<file path="src/rtl/rx_credit_pkg.sv">
`timescale 1ns/1ps
package rx_credit_pkg;
  localparam int unsigned DATA_W      = 32;
  localparam int unsigned UNIT_BASE   = 4;
  localparam int unsigned UNIT_STRIDE = 12;
  localparam int unsigned FORCE_BIT   = 31;
  localparam int unsigned CHCNT_LSB   = 24;
  localparam int unsigned CHCNT_W     = 4;

  typedef enum logic [1:0] {
    OFS_LO    = 2'd0,
    OFS_HI    = 2'd1,
    OFS_ALLOC = 2'd2
  } unit_ofs_e;

  function automatic int unsigned unit_addr(int unsigned u, unit_ofs_e k);
    return UNIT_BASE + UNIT_STRIDE * u + 4 * int'(k);
  endfunction
endpackage

</file>
<file path="src/rtl/rcf_regdec.sv">
`timescale 1ns/1ps
module rcf_regdec
  import rx_credit_pkg::*;
#(
  parameter int unsigned NUM_UNITS = 8,
  parameter int unsigned ADDR_W    = 8
) (
  input  logic                 req_i,
  input  logic                 we_i,
  input  logic [ADDR_W-1:0]    addr_i,
  output logic                 cfg_hit_o,
  output logic [NUM_UNITS-1:0] lo_hit_o,
  output logic [NUM_UNITS-1:0] hi_hit_o,
  output logic [NUM_UNITS-1:0] alloc_hit_o,
  output logic                 cfg_we_o,
  output logic [NUM_UNITS-1:0] lo_we_o,
  output logic [NUM_UNITS-1:0] hi_we_o,
  output logic [NUM_UNITS-1:0] alloc_we_o
);
  logic wr;
  assign wr        = req_i & we_i;
  assign cfg_hit_o = (addr_i == '0);
  assign cfg_we_o  = wr & cfg_hit_o;

  for (genvar u = 0; u < NUM_UNITS; u++) begin : g_unit
    localparam logic [ADDR_W-1:0] LoA = ADDR_W'(unit_addr(u, OFS_LO));
    localparam logic [ADDR_W-1:0] HiA = ADDR_W'(unit_addr(u, OFS_HI));
    localparam logic [ADDR_W-1:0] AlA = ADDR_W'(unit_addr(u, OFS_ALLOC));
    assign lo_hit_o[u]    = (addr_i == LoA);
    assign hi_hit_o[u]    = (addr_i == HiA);
    assign alloc_hit_o[u] = (addr_i == AlA);
    assign lo_we_o[u]     = wr & lo_hit_o[u];
    assign hi_we_o[u]     = wr & hi_hit_o[u];
    assign alloc_we_o[u]  = wr & alloc_hit_o[u];
  end
endmodule

</file>
<file path="src/rtl/rcf_cfg.sv">
`timescale 1ns/1ps
module rcf_cfg
  import rx_credit_pkg::*;
#(
  parameter int unsigned NUM_UNITS = 8
) (
  input  logic              clk_i,
  input  logic              rst_ni,
  input  logic              we_i,
  input  logic [DATA_W-1:0] wdata_i,
  output logic [DATA_W-1:0] cfg_o
);
  localparam logic [DATA_W-1:0] EnMask  = DATA_W'((64'd1 << (NUM_UNITS + 1)) - 64'd1);
  localparam logic [DATA_W-1:0] CntMask = DATA_W'(((64'd1 << CHCNT_W) - 64'd1) << CHCNT_LSB);
  localparam logic [DATA_W-1:0] WrMask  = EnMask | CntMask;

  logic [DATA_W-1:0] cfg_q;

  always_ff @(posedge clk_i or negedge rst_ni) begin
    if (!rst_ni)   cfg_q <= '0;
    else if (we_i) cfg_q <= wdata_i & WrMask;
  end

  assign cfg_o = cfg_q;
endmodule

</file>
<file path="src/rtl/rcf_unit.sv">
`timescale 1ns/1ps
module rcf_unit
  import rx_credit_pkg::*;
#(
  parameter int unsigned CNT_W = 8
) (
  input  logic              clk_i,
  input  logic              rst_ni,
  input  logic              en_i,
  input  logic              lo_we_i,
  input  logic              hi_we_i,
  input  logic              alloc_we_i,
  input  logic [DATA_W-1:0] wdata_i,
  input  logic              consume_i,
  output logic [CNT_W-1:0]  lo_o,
  output logic [CNT_W-1:0]  hi_o,
  output logic [CNT_W-1:0]  cnt_o,
  output logic              force_o,
  output logic              throttle_o
);
  localparam logic [DATA_W-1:0] MaxCnt32 = DATA_W'((64'd1 << CNT_W) - 64'd1);

  logic [CNT_W-1:0]  lo_q, hi_q, cnt_q, cnt_d;
  logic              force_q, force_d, thr_q, thr_d;
  logic [DATA_W-1:0] sum;

  always_comb begin
    sum     = DATA_W'(cnt_q) + {1'b0, wdata_i[DATA_W-2:0]};
    cnt_d   = cnt_q;
    force_d = force_q;
    if (alloc_we_i) begin
      if (wdata_i[FORCE_BIT]) begin
        force_d = 1'b1;
        cnt_d   = '0;
      end else begin
        force_d = 1'b0;
        cnt_d   = (sum > MaxCnt32) ? MaxCnt32[CNT_W-1:0] : sum[CNT_W-1:0];
      end
    end
    if (consume_i && (cnt_d != '0)) cnt_d = cnt_d - 1'b1;
    if (!en_i) cnt_d = '0;

    // hysteresis on the value being registered; below-low wins
    thr_d = thr_q;
    if (!en_i || force_d)  thr_d = 1'b0;
    else if (cnt_d < lo_q) thr_d = 1'b1;
    else if (cnt_d >= hi_q) thr_d = 1'b0;
  end

  always_ff @(posedge clk_i or negedge rst_ni) begin
    if (!rst_ni) begin
      lo_q    <= '0;
      hi_q    <= '0;
      cnt_q   <= '0;
      force_q <= 1'b0;
      thr_q   <= 1'b0;
    end else begin
      if (lo_we_i) lo_q <= wdata_i[CNT_W-1:0];
      if (hi_we_i) hi_q <= wdata_i[CNT_W-1:0];
      cnt_q   <= cnt_d;
      force_q <= force_d;
      thr_q   <= thr_d;
    end
  end

  assign lo_o       = lo_q;
  assign hi_o       = hi_q;
  assign cnt_o      = cnt_q;
  assign force_o    = force_q;
  assign throttle_o = thr_q;
endmodule

</file>
<file path="src/rtl/rx_credit_tracker.sv">
`timescale 1ns/1ps
module rx_credit_tracker
  import rx_credit_pkg::*;
#(
  parameter int unsigned NUM_UNITS = 8,
  parameter int unsigned CNT_W     = 8,
  parameter int unsigned ADDR_W    = 8
) (
  input  logic                 clk_i,
  input  logic                 rst_ni,
  input  logic                 req_i,
  input  logic                 we_i,
  input  logic [ADDR_W-1:0]    addr_i,
  input  logic [31:0]          wdata_i,
  output logic [31:0]          rdata_o,
  input  logic [NUM_UNITS-1:0] consume_i,
  output logic [NUM_UNITS-1:0] throttle_o
);
  logic                 cfg_hit, cfg_we;
  logic [NUM_UNITS-1:0] lo_hit, hi_hit, alloc_hit;
  logic [NUM_UNITS-1:0] lo_we, hi_we, alloc_we;
  logic [DATA_W-1:0]    cfg_q;
  logic [NUM_UNITS-1:0] unit_en;
  logic [NUM_UNITS-1:0] force_w;
  logic [NUM_UNITS-1:0][CNT_W-1:0] lo_w, hi_w, cnt_w;

  rcf_regdec #(.NUM_UNITS(NUM_UNITS), .ADDR_W(ADDR_W)) u_dec (
    .req_i       (req_i),
    .we_i        (we_i),
    .addr_i      (addr_i),
    .cfg_hit_o   (cfg_hit),
    .lo_hit_o    (lo_hit),
    .hi_hit_o    (hi_hit),
    .alloc_hit_o (alloc_hit),
    .cfg_we_o    (cfg_we),
    .lo_we_o     (lo_we),
    .hi_we_o     (hi_we),
    .alloc_we_o  (alloc_we)
  );

  rcf_cfg #(.NUM_UNITS(NUM_UNITS)) u_cfg (
    .clk_i   (clk_i),
    .rst_ni  (rst_ni),
    .we_i    (cfg_we),
    .wdata_i (wdata_i),
    .cfg_o   (cfg_q)
  );

  assign unit_en = cfg_q[NUM_UNITS:1];

  for (genvar u = 0; u < NUM_UNITS; u++) begin : g_unit
    rcf_unit #(.CNT_W(CNT_W)) u_unit (
      .clk_i      (clk_i),
      .rst_ni     (rst_ni),
      .en_i       (unit_en[u]),
      .lo_we_i    (lo_we[u]),
      .hi_we_i    (hi_we[u]),
      .alloc_we_i (alloc_we[u]),
      .wdata_i    (wdata_i),
      .consume_i  (consume_i[u]),
      .lo_o       (lo_w[u]),
      .hi_o       (hi_w[u]),
      .cnt_o      (cnt_w[u]),
      .force_o    (force_w[u]),
      .throttle_o (throttle_o[u])
    );
  end

  always_comb begin
    rdata_o = '0;
    if (cfg_hit) rdata_o = cfg_q;
    for (int u = 0; u < NUM_UNITS; u++) begin
      if (lo_hit[u])    rdata_o = DATA_W'(lo_w[u]);
      if (hi_hit[u])    rdata_o = DATA_W'(hi_w[u]);
      if (alloc_hit[u]) rdata_o = DATA_W'(cnt_w[u]) | (DATA_W'(force_w[u]) << FORCE_BIT);
    end
  end
endmodule

</file>
<file path="config.mk">
export PLATFORM = sky130hd
export DESIGN_NAME = rx_credit_tracker
export DESIGN_NICKNAME = d
export VERILOG_FILES = /design/src/rtl/rx_credit_pkg.sv /design/src/rtl/rcf_regdec.sv /design/src/rtl/rcf_cfg.sv /design/src/rtl/rcf_unit.sv /design/src/rtl/rx_credit_tracker.sv
export SDC_FILE = /design/constraint.sdc
export NUM_CORES = 1
export LEC_CHECK = 0
export ABC_AREA = 1
export BUFFER_PORTS_ARGS = -buffer_cell sky130_fd_sc_hd__buf_2
export CORE_MARGIN = 3
export CORE_UTILIZATION = 35
export DETAILED_ROUTE_END_ITERATION = 7
export RECOVER_POWER = 50
export SLEW_MARGIN = 0
export SYNTH_ARGS = -nofsm -noshare
export SYNTH_HDL_FRONTEND = slang
export SYNTH_SLANG_ARGS = --single-unit
</file>
<file path="constraint.sdc">
create_clock -name clk_i -period 9.2 [get_ports clk_i]
set_input_delay 0 -clock clk_i [delete_from_list [all_inputs] [get_ports clk_i]]
set_output_delay 0 -clock clk_i [all_outputs]
set_load 0.01 [all_outputs]
</file>
Word level (Yosys, flattened, before mapping) --
Cells that the tools add are included.
Storage, ports and cells: output and inout bits 40, word-level logic and storage cells 278, register bits 221, input port bits 52
Cells by class: add/subtract/negate cells 16, multiplexer cells 98, eq/ne operators 24, reduce and logical (&&, ||, !) cells 41, $lt $le $gt $ge 24, bitwise logic cells 34
Operators by type and width (count):
- 2-to-1 mux 32 bit | 22
- 2-to-1 mux 8 bit | 40
- adder 8 x 31 -> 32 bit | 8
- > comparator 32 x 8 -> 1 bit, second input constant | 8
- OR 8 x 32 -> 32 bit | 8
- 2-to-1 mux 28 bit | 3
- equality test 8 x 7 -> 1 bit, second input constant | 9
- equality test 8 x 6 -> 1 bit, second input constant | 8
- >= comparator 8 bit | 8
- less-than comparator 8 bit | 8
- nonzero test 8 bit | 8
- subtractor 8 x 1 -> 8 bit, second input constant | 8
- 2-to-1 mux 1 bit | 33
- equality test 8 x 5 -> 1 bit, second input constant | 4
- bitwise AND 1 bit | 26
- nonzero test 3 bit | 8
- equality test 8 x 4 -> 1 bit, second input constant | 2
- equality test 8 x 3 -> 1 bit, second input constant | 1
- logical AND 1 bit | 8
- zero test 1 bit | 8
- zero test 8 bit | 1
- logical OR 1 bit | 8

Longest topological paths before layout --
depth after elaboration 26, depth in mapped cells 38, mapped depth without buffers 38

By module --
From an unflattened synthesis, not the netlist that was laid out.
Unflattened totals: cells, all modules 4824, area total of the unflattened synthesis 28627.5 um2
By module, submodules not included:
- rcf_unit (g_unit[1].u_unit ...) | instances 5, cells each 527, seq. area each 650.6 um2, area each 3120.5 um2
- rcf_unit (g_unit[0].u_unit) | instances 1, cells each 510, seq. area each 650.6 um2, area each 3155.5 um2
- rcf_unit (g_unit[4].u_unit) | instances 1, cells each 518, seq. area each 650.6 um2, area each 3138.0 um2
- rcf_unit (g_unit[7].u_unit) | instances 1, cells each 508, seq. area each 650.6 um2, area each 3135.5 um2
- rx_credit_tracker | instances 1, cells each 465, seq. area each 0.0 um2, area each 2478.6 um2
- rcf_cfg | instances 1, cells each 75, seq. area each 325.3 um2, area each 640.6 um2
- rcf_regdec | instances 1, cells each 113, seq. area each 0.0 um2, area each 476.7 um2

Worst setup path after synthesis --
Ideal clock, no wire load.
path kind register to register, start reg g_unit[5].u_unit.cnt_q[0], end reg g_unit[5].u_unit.thr_q, required time 9.123 ns, setup slack 4.710 ns, period minus slack after synthesis 4.490 ns, setup time 0.077 ns, stages on the path, launching flop included 35, path buffers 0, arrival time 4.413 ns, path through dfrtp_1 -> ha_1 -> inv_1 -> fa_1 -> inv_1 -> nand3_1 -> nand2_1 -> nand2_1 -> nand2_1 -> nand2_1 -> nor2_1 -> xor2_1 -> nand3_1 -> nor2_2 -> nand3_2 -> nor2_1 -> o21ai_0 -> inv_1 -> ha_1 -> nand3_1 -> nor2_1 -> nand3_2 -> nand2_2 -> inv_1 -> o21ai_0 -> a21oi_1 -> ha_1 -> a21boi_0 -> o21a_1 -> o21ai_0 -> nand2_1 -> a21o_1 -> a21oi_1 -> o21ai_0 -> a21oi_1
Between the ends: word-level cells in the longest chain between the ends 12, elaborated cells between the ends (all ways) 15, those cells by class add/sub: 2; order compare: 3; mux: 7; reduce/logical: 3
Ends and longest elaborated chain:
- from (decl) | RTL line rcf_unit.sv:23 | logic [CNT_W-1:0] lo_q, hi_q, cnt_q, cnt_d;
- from (signal assigned) | RTL line rcf_unit.sv:60 | cnt_q <= cnt_d;
- adder 8 x 31 -> 32 bit | RTL line rcf_unit.sv:28 | sum = DATA_W'(cnt_q) + {1'b0, wdata_i[DATA_W-2:0]};
- > comparator 32 x 8 -> 1 bit | RTL line rcf_unit.sv:37 | cnt_d = (sum > MaxCnt32) ? MaxCnt32[CNT_W-1:0] : sum[CNT_W-1:0];
- 2-to-1 mux 8 bit | RTL line rcf_unit.sv:37
- 2-to-1 mux 8 bit | RTL line rcf_unit.sv:32 | if (wdata_i[FORCE_BIT]) begin
- 2-to-1 mux 8 bit (*) | RTL line rcf_unit.sv:31 | if (alloc_we_i) begin
- parallel branches: the longest is 2 deep, another holds subtractor 8 x 1 -> 8 bit
- 2-to-1 mux 8 bit (*) | RTL line rcf_unit.sv:40 | if (consume_i && (cnt_d != '0)) cnt_d = cnt_d - 1'b1;
- 2-to-1 mux 8 bit (*) | RTL line rcf_unit.sv:41 | if (!en_i) cnt_d = '0;
- net g_unit[5].u_unit.cnt_d[1] | RTL line rcf_unit.sv:23
- less-than comparator 8 bit | RTL line rcf_unit.sv:46 | else if (cnt_d < lo_q) thr_d = 1'b1;
- 2-to-1 mux 1 bit | RTL line rcf_unit.sv:46
- 2-to-1 mux 1 bit | RTL line rcf_unit.sv:45 | if (!en_i || force_d) thr_d = 1'b0;
- to (signal assigned) | RTL line rcf_unit.sv:62 | thr_q <= thr_d;
- to (decl) | RTL line rcf_unit.sv:24 | logic force_q, force_d, thr_q, thr_d;
Mark *: on every way through the listed nets, which the timed path passes. A chain may end at the register's enable or synchronous reset.

Worst setup path after layout --
start reg g_unit[1].u_unit.cnt_q[7], end reg g_unit[1].u_unit.thr_q
Between the ends: word-level cells in the longest chain between the ends 12, elaborated cells between the ends (all ways) 15, those cells by class add/sub: 2; order compare: 3; mux: 7; reduce/logical: 3
Ends and longest elaborated chain (RTL line):
- from (decl) | rcf_unit.sv:23
- from (signal assigned) | rcf_unit.sv:60
- adder 8 x 31 -> 32 bit | rcf_unit.sv:28
- > comparator 32 x 8 -> 1 bit | rcf_unit.sv:37
- 2-to-1 mux 8 bit | rcf_unit.sv:37
- 2-to-1 mux 8 bit | rcf_unit.sv:32
- 2-to-1 mux 8 bit (*) | rcf_unit.sv:31
- parallel branches: the longest is 2 deep, another holds subtractor 8 x 1 -> 8 bit
- 2-to-1 mux 8 bit (*) | rcf_unit.sv:40
- 2-to-1 mux 8 bit (*) | rcf_unit.sv:41
- net g_unit[1].u_unit.cnt_d[2] | rcf_unit.sv:23
- less-than comparator 8 bit | rcf_unit.sv:46
- 2-to-1 mux 1 bit | rcf_unit.sv:46
- 2-to-1 mux 1 bit | rcf_unit.sv:45
- to (signal assigned) | rcf_unit.sv:62
- to (decl) | rcf_unit.sv:24
Marked as above.

==> summary.md <==
| Metric | Value |
|---|---|
| Status | finished, violations left |
| Failing checks | capacitance limit, slew limit |
| Die Wd | between 200 and 300 um |
| Async SR Flop Fraction | 100% |
| Initial DRC Count | 3031 |
| RSZ-0062 raised after global routing | false |
| Initial Utilization | between 30% and 40% |
| Final Power | about 2.4 mW |
| Worst skew pair latency | 0.55 ns |
| Area leader, netlist | dfrtp_1 |
| Hold crit path type | in -> reg |
| Number of cells upsized or downsized after cts | 0 |
| Ys Warns | 0 |
| Seq cells post-synth | ~220 |
| Tot GR Track Use | ~26% |
| Post-Synth Simple-Gate Area | approximately 41% |
| Post-CTS Hold Fix Bufs | 9 |
| Layout cells sized above 1 | 6.56% |
| Worst clock skew | 0.0125 ns |
| DRC errors left | 0 |
| Worst r2r src | g_unit[1].u_unit.cnt_o[7]$_DFF_PN0_ |
| Initial antenna violation count | 0 |
| Buffers on Ports | 73 |
| Net Switching | between 0.7 and 0.8 mW |
| Core area | a little under 70000 um2 |
| Vias in the first global route | 23700 |
| CP Launch Type | flip-flop |
| DR WL/cell | just under 20 um |
| Clk pwr share | 43.0% |
| CP Class | reg -> reg |
| Achievable Freq | around 160 MHz |
| PD cells | about 90 nW/um2 |
| Clock Tree Buf Depth | 3 |
| Crit path from | g_unit[1].u_unit.cnt_o[7]$_DFF_PN0_ |
| Vias per cell | about 5.3 |
| Fin Hold WS | approximately 0.084 ns |
| Largest family of logic cells by synthesized area | simple AND/OR/NAND/NOR gates |
| Crit. End Element | flip-flop |
| Area grow syn2layout | 8.12% |
| Slew margin rel. | -255% |
| CTS root buf | clkbuf_16 |
| Sequential area share after synthesis | ~22% |
| Multiplexer area fraction after synthesis | 0% |
| Synth Area in Compound Gates | 10.9% |
| WL final | 97600 um |
| Max Cap Viol | 3 |
| CP Max Fanout | 8 |
| Congestion Overflow GR | 0 |
| Antenna diode count | 0 |
| Area fraction of the dominant cell type after synthesis | ~22% |
| Final min period | about 6.1 ns |
| Post-CTS Setup Bufs | 0 |
| CTS sink cnt | about 220 |
| Most instantiated cells after synthesis | nand2_1 (1388), inv_1 (527), nor2_1 (351) |
| DP Cell Count | 4948 |
| Placement Cell Area | between 20000 and 30000 um2 |
| Number of nets in the layout | ~4300 |
| Cells after Synth | 4016 |
| Die Height | 271 um |
| Initial DRT Pass Iterations | 7 |
| Synth Flop Type | dfrtp_1 |
| Period utilization | about two thirds |
| TritonCTS clock tree | done |
| I/O pins | between 90 and 100 |
| Comb pwr share | ~16% |
| EDFF count, synth | 0 |
| Hold Path Origin | wdata_i[31] |
| Antenna-violating nets left | 0 |
| Dpl hpwl | between 70000 and 80000 um |
| Worst Path Arrival | ~6.6 ns |
| Sequential power share | between 40% and 50% |
| Via count | 26300 |
| Fin area | between 20000 and 30000 um2 |
| Synth Area in XOR/XNOR | 3.91% |
| Static Leak | 13.5 nW |
| Sw Ratio | 30.3% |
| Mean area per synthesized cell | 6.14 um2 |
| Tightest Pin Transition | roughly 5.3 ns |
| Final Hold Viols | 0 |
| Synth unique cells | ~60 |
| Floorplan row count | 96 |
| Setup TNS | 0 ns |
| Top post-synthesis cells by area | dfrtp_1 (22%), nand2_1 (21%), ha_1 (10%) |
| Die area | 73700 um2 |
| Mapped cell area | roughly 25000 um2 |
| Cell Int Power | between 1.5 and 2 mW |
| Num CTS Buffers | 25 |
| Filler cell count | between 7000 and 8000 |
| First-pass GRT wire length | 147000 um |
| Most numerous cell in the Yosys netlist | nand2_1 |
| Clock-pin transition on the worst setup and hold timing paths | 0.07 ns |
| Routability cong. | 0.981 |
| Largest net degree at the start of global routing | 92 |
| Post-synthesis adder-cell area fraction | 10.7% |
| H-tree Lvls | 1 |
| Final setup vio count | 0 |
| Post-Layout Cell Count | ~5000 |
| Max-slew violation count | 226 |
| Req. time, crit path | between 9 and 10 ns |
| Worst ir drop on vdd | roughly 120 uV |
==> cells by family (layout without fill, tap and decap cells) <==
family | after synthesis | count (layout)
compound gates | 476 | 476
flops | 221 | 221
xor+xnor | 110 | 110
fa+ha+maj | 206 | 206
other cells | 1 | 18
simple gates | 2337 | 2337
buf+inv | 665 | 703
==> layer usage <==
layer | GRT usage (%) | share of wire, % | vias up
met5 | 0 | 0 | -
met4 | 8.71 | 3.7 | 0
li1 | - | - | 12900
met1 | 37.5 | 46 | 12000
met2 | 38.7 | 42 | 1155
met3 | 4.00 | 8.8 | 221
==> per-stage QoR <==
step                      setup slack [ns]  util [%]
after floorplan                       4.71         -
after global placement                3.12      37.3
after detailed placement              3.09      37.3
after CTS                             3.41      38.6
after global routing                  2.30      38.5
final                                 3.05      38.5
==> state kept, by name, summed over array words and instances (netlist names) <==
register and cells:
g_unit.u_unit.throttle_o 8, g_unit.u_unit.cnt_o 64, g_unit.u_unit.force_o 8, g_unit.u_unit.lo_o 64, g_unit.u_unit.hi_o 64, u_cfg.cfg_o 13
==> power groups by stage <==
stage,combinational [mW],clock [mW],sequential [mW]
after floorplan,0.224,0,1.02
after global placement,0.365,0,1.02
after detailed placement,0.366,0,1.02
after CTS,0.371,1.07,1.01
after global routing,0.412,1.10,1.01
final,0.377,1.04,1.01
==> cell type report <==
cell class                 count  area, um2  area share (%)
clock inverter                10        113           0.422
clock buffer                  35        723            2.71
timing repair buffer          99        559            2.10
tap                          931       1160            4.37
sequential                   221       5530            20.7
inverter                     559       2100            7.88
multi-input combinational   3147      16500            61.8
==> path summary, 6_finish.rpt <==
kind / endpoint / slack, ns / cells after the start
max in group asynchronous: g_unit[7].u_unit.cnt_o[7]$_DFF_PN0_ / 3.52 / 3
max reg2reg: g_unit[1].u_unit.throttle_o$_DFFE_PN0P_ / 3.05 / 26
max: g_unit[1].u_unit.throttle_o$_DFFE_PN0P_ / 3.05 / 26
min: g_unit[4].u_unit.force_o$_DFF_PN0_ / 0.08 / 3
min in group asynchronous: g_unit[1].u_unit.hi_o[6]$_DFFE_PN0P_ / 1.97 / 2
min reg2reg: g_unit[3].u_unit.lo_o[4]$_DFFE_PN0P_ / 0.48 / 2
==> worst max-delay path, cell delays in order, from the launching register on <==
cell     delay [ns]
dfrtp_1        0.47
ha_1           0.42
nand2_1        0.22
o21ai_0        0.81
inv_1          0.13
nand2_1        0.28
nand2_1        0.17
o21ai_0        0.21
nand4_1        0.17
nor2_1         0.66
nand3_1        0.18
nand2_1        0.13
nand2_1        0.07
nor2_2         0.12
nand2_1        0.11
nand2_2        0.09
nor3_1         0.08
or2_2          0.30
a21oi_1        0.25
ha_1           0.28
o21a_1         0.10
o21ai_0        0.15
nand2_1        0.07
a21o_1         0.15
a21oi_1        0.15
o21ai_0        0.12
a21oi_2        0.14
==> cells in the final DEF (no fill, tap or decap), types with 7 or more instances in the layout <==
cell type,count
nand2_1,1388
inv_1,527
nor2_1,353
nand3_1,338
o21ai_0,244
dfrtp_1,221
ha_1,198
a21oi_1,129
nand4_1,96
xor2_1,87
buf_2,61
nor2_2,30
nand2_2,26
clkbuf_16,25
nor3_1,23
xnor2_1,23
conb_1,18
o22ai_1,17
clkbuf_1,17
inv_2,16
clkinv_1,15
nand3_2,15
buf_4,14
nor2_4,12
or2_2,12
o21a_1,11
nand3b_1,11
o2111ai_1,11
o211ai_1,10
a21boi_0,9
dlygate4sd3_1,9
a211oi_1,8
a21o_1,8
fa_1,8
nor3_2,7
Power figures use the tool's default switching activity.
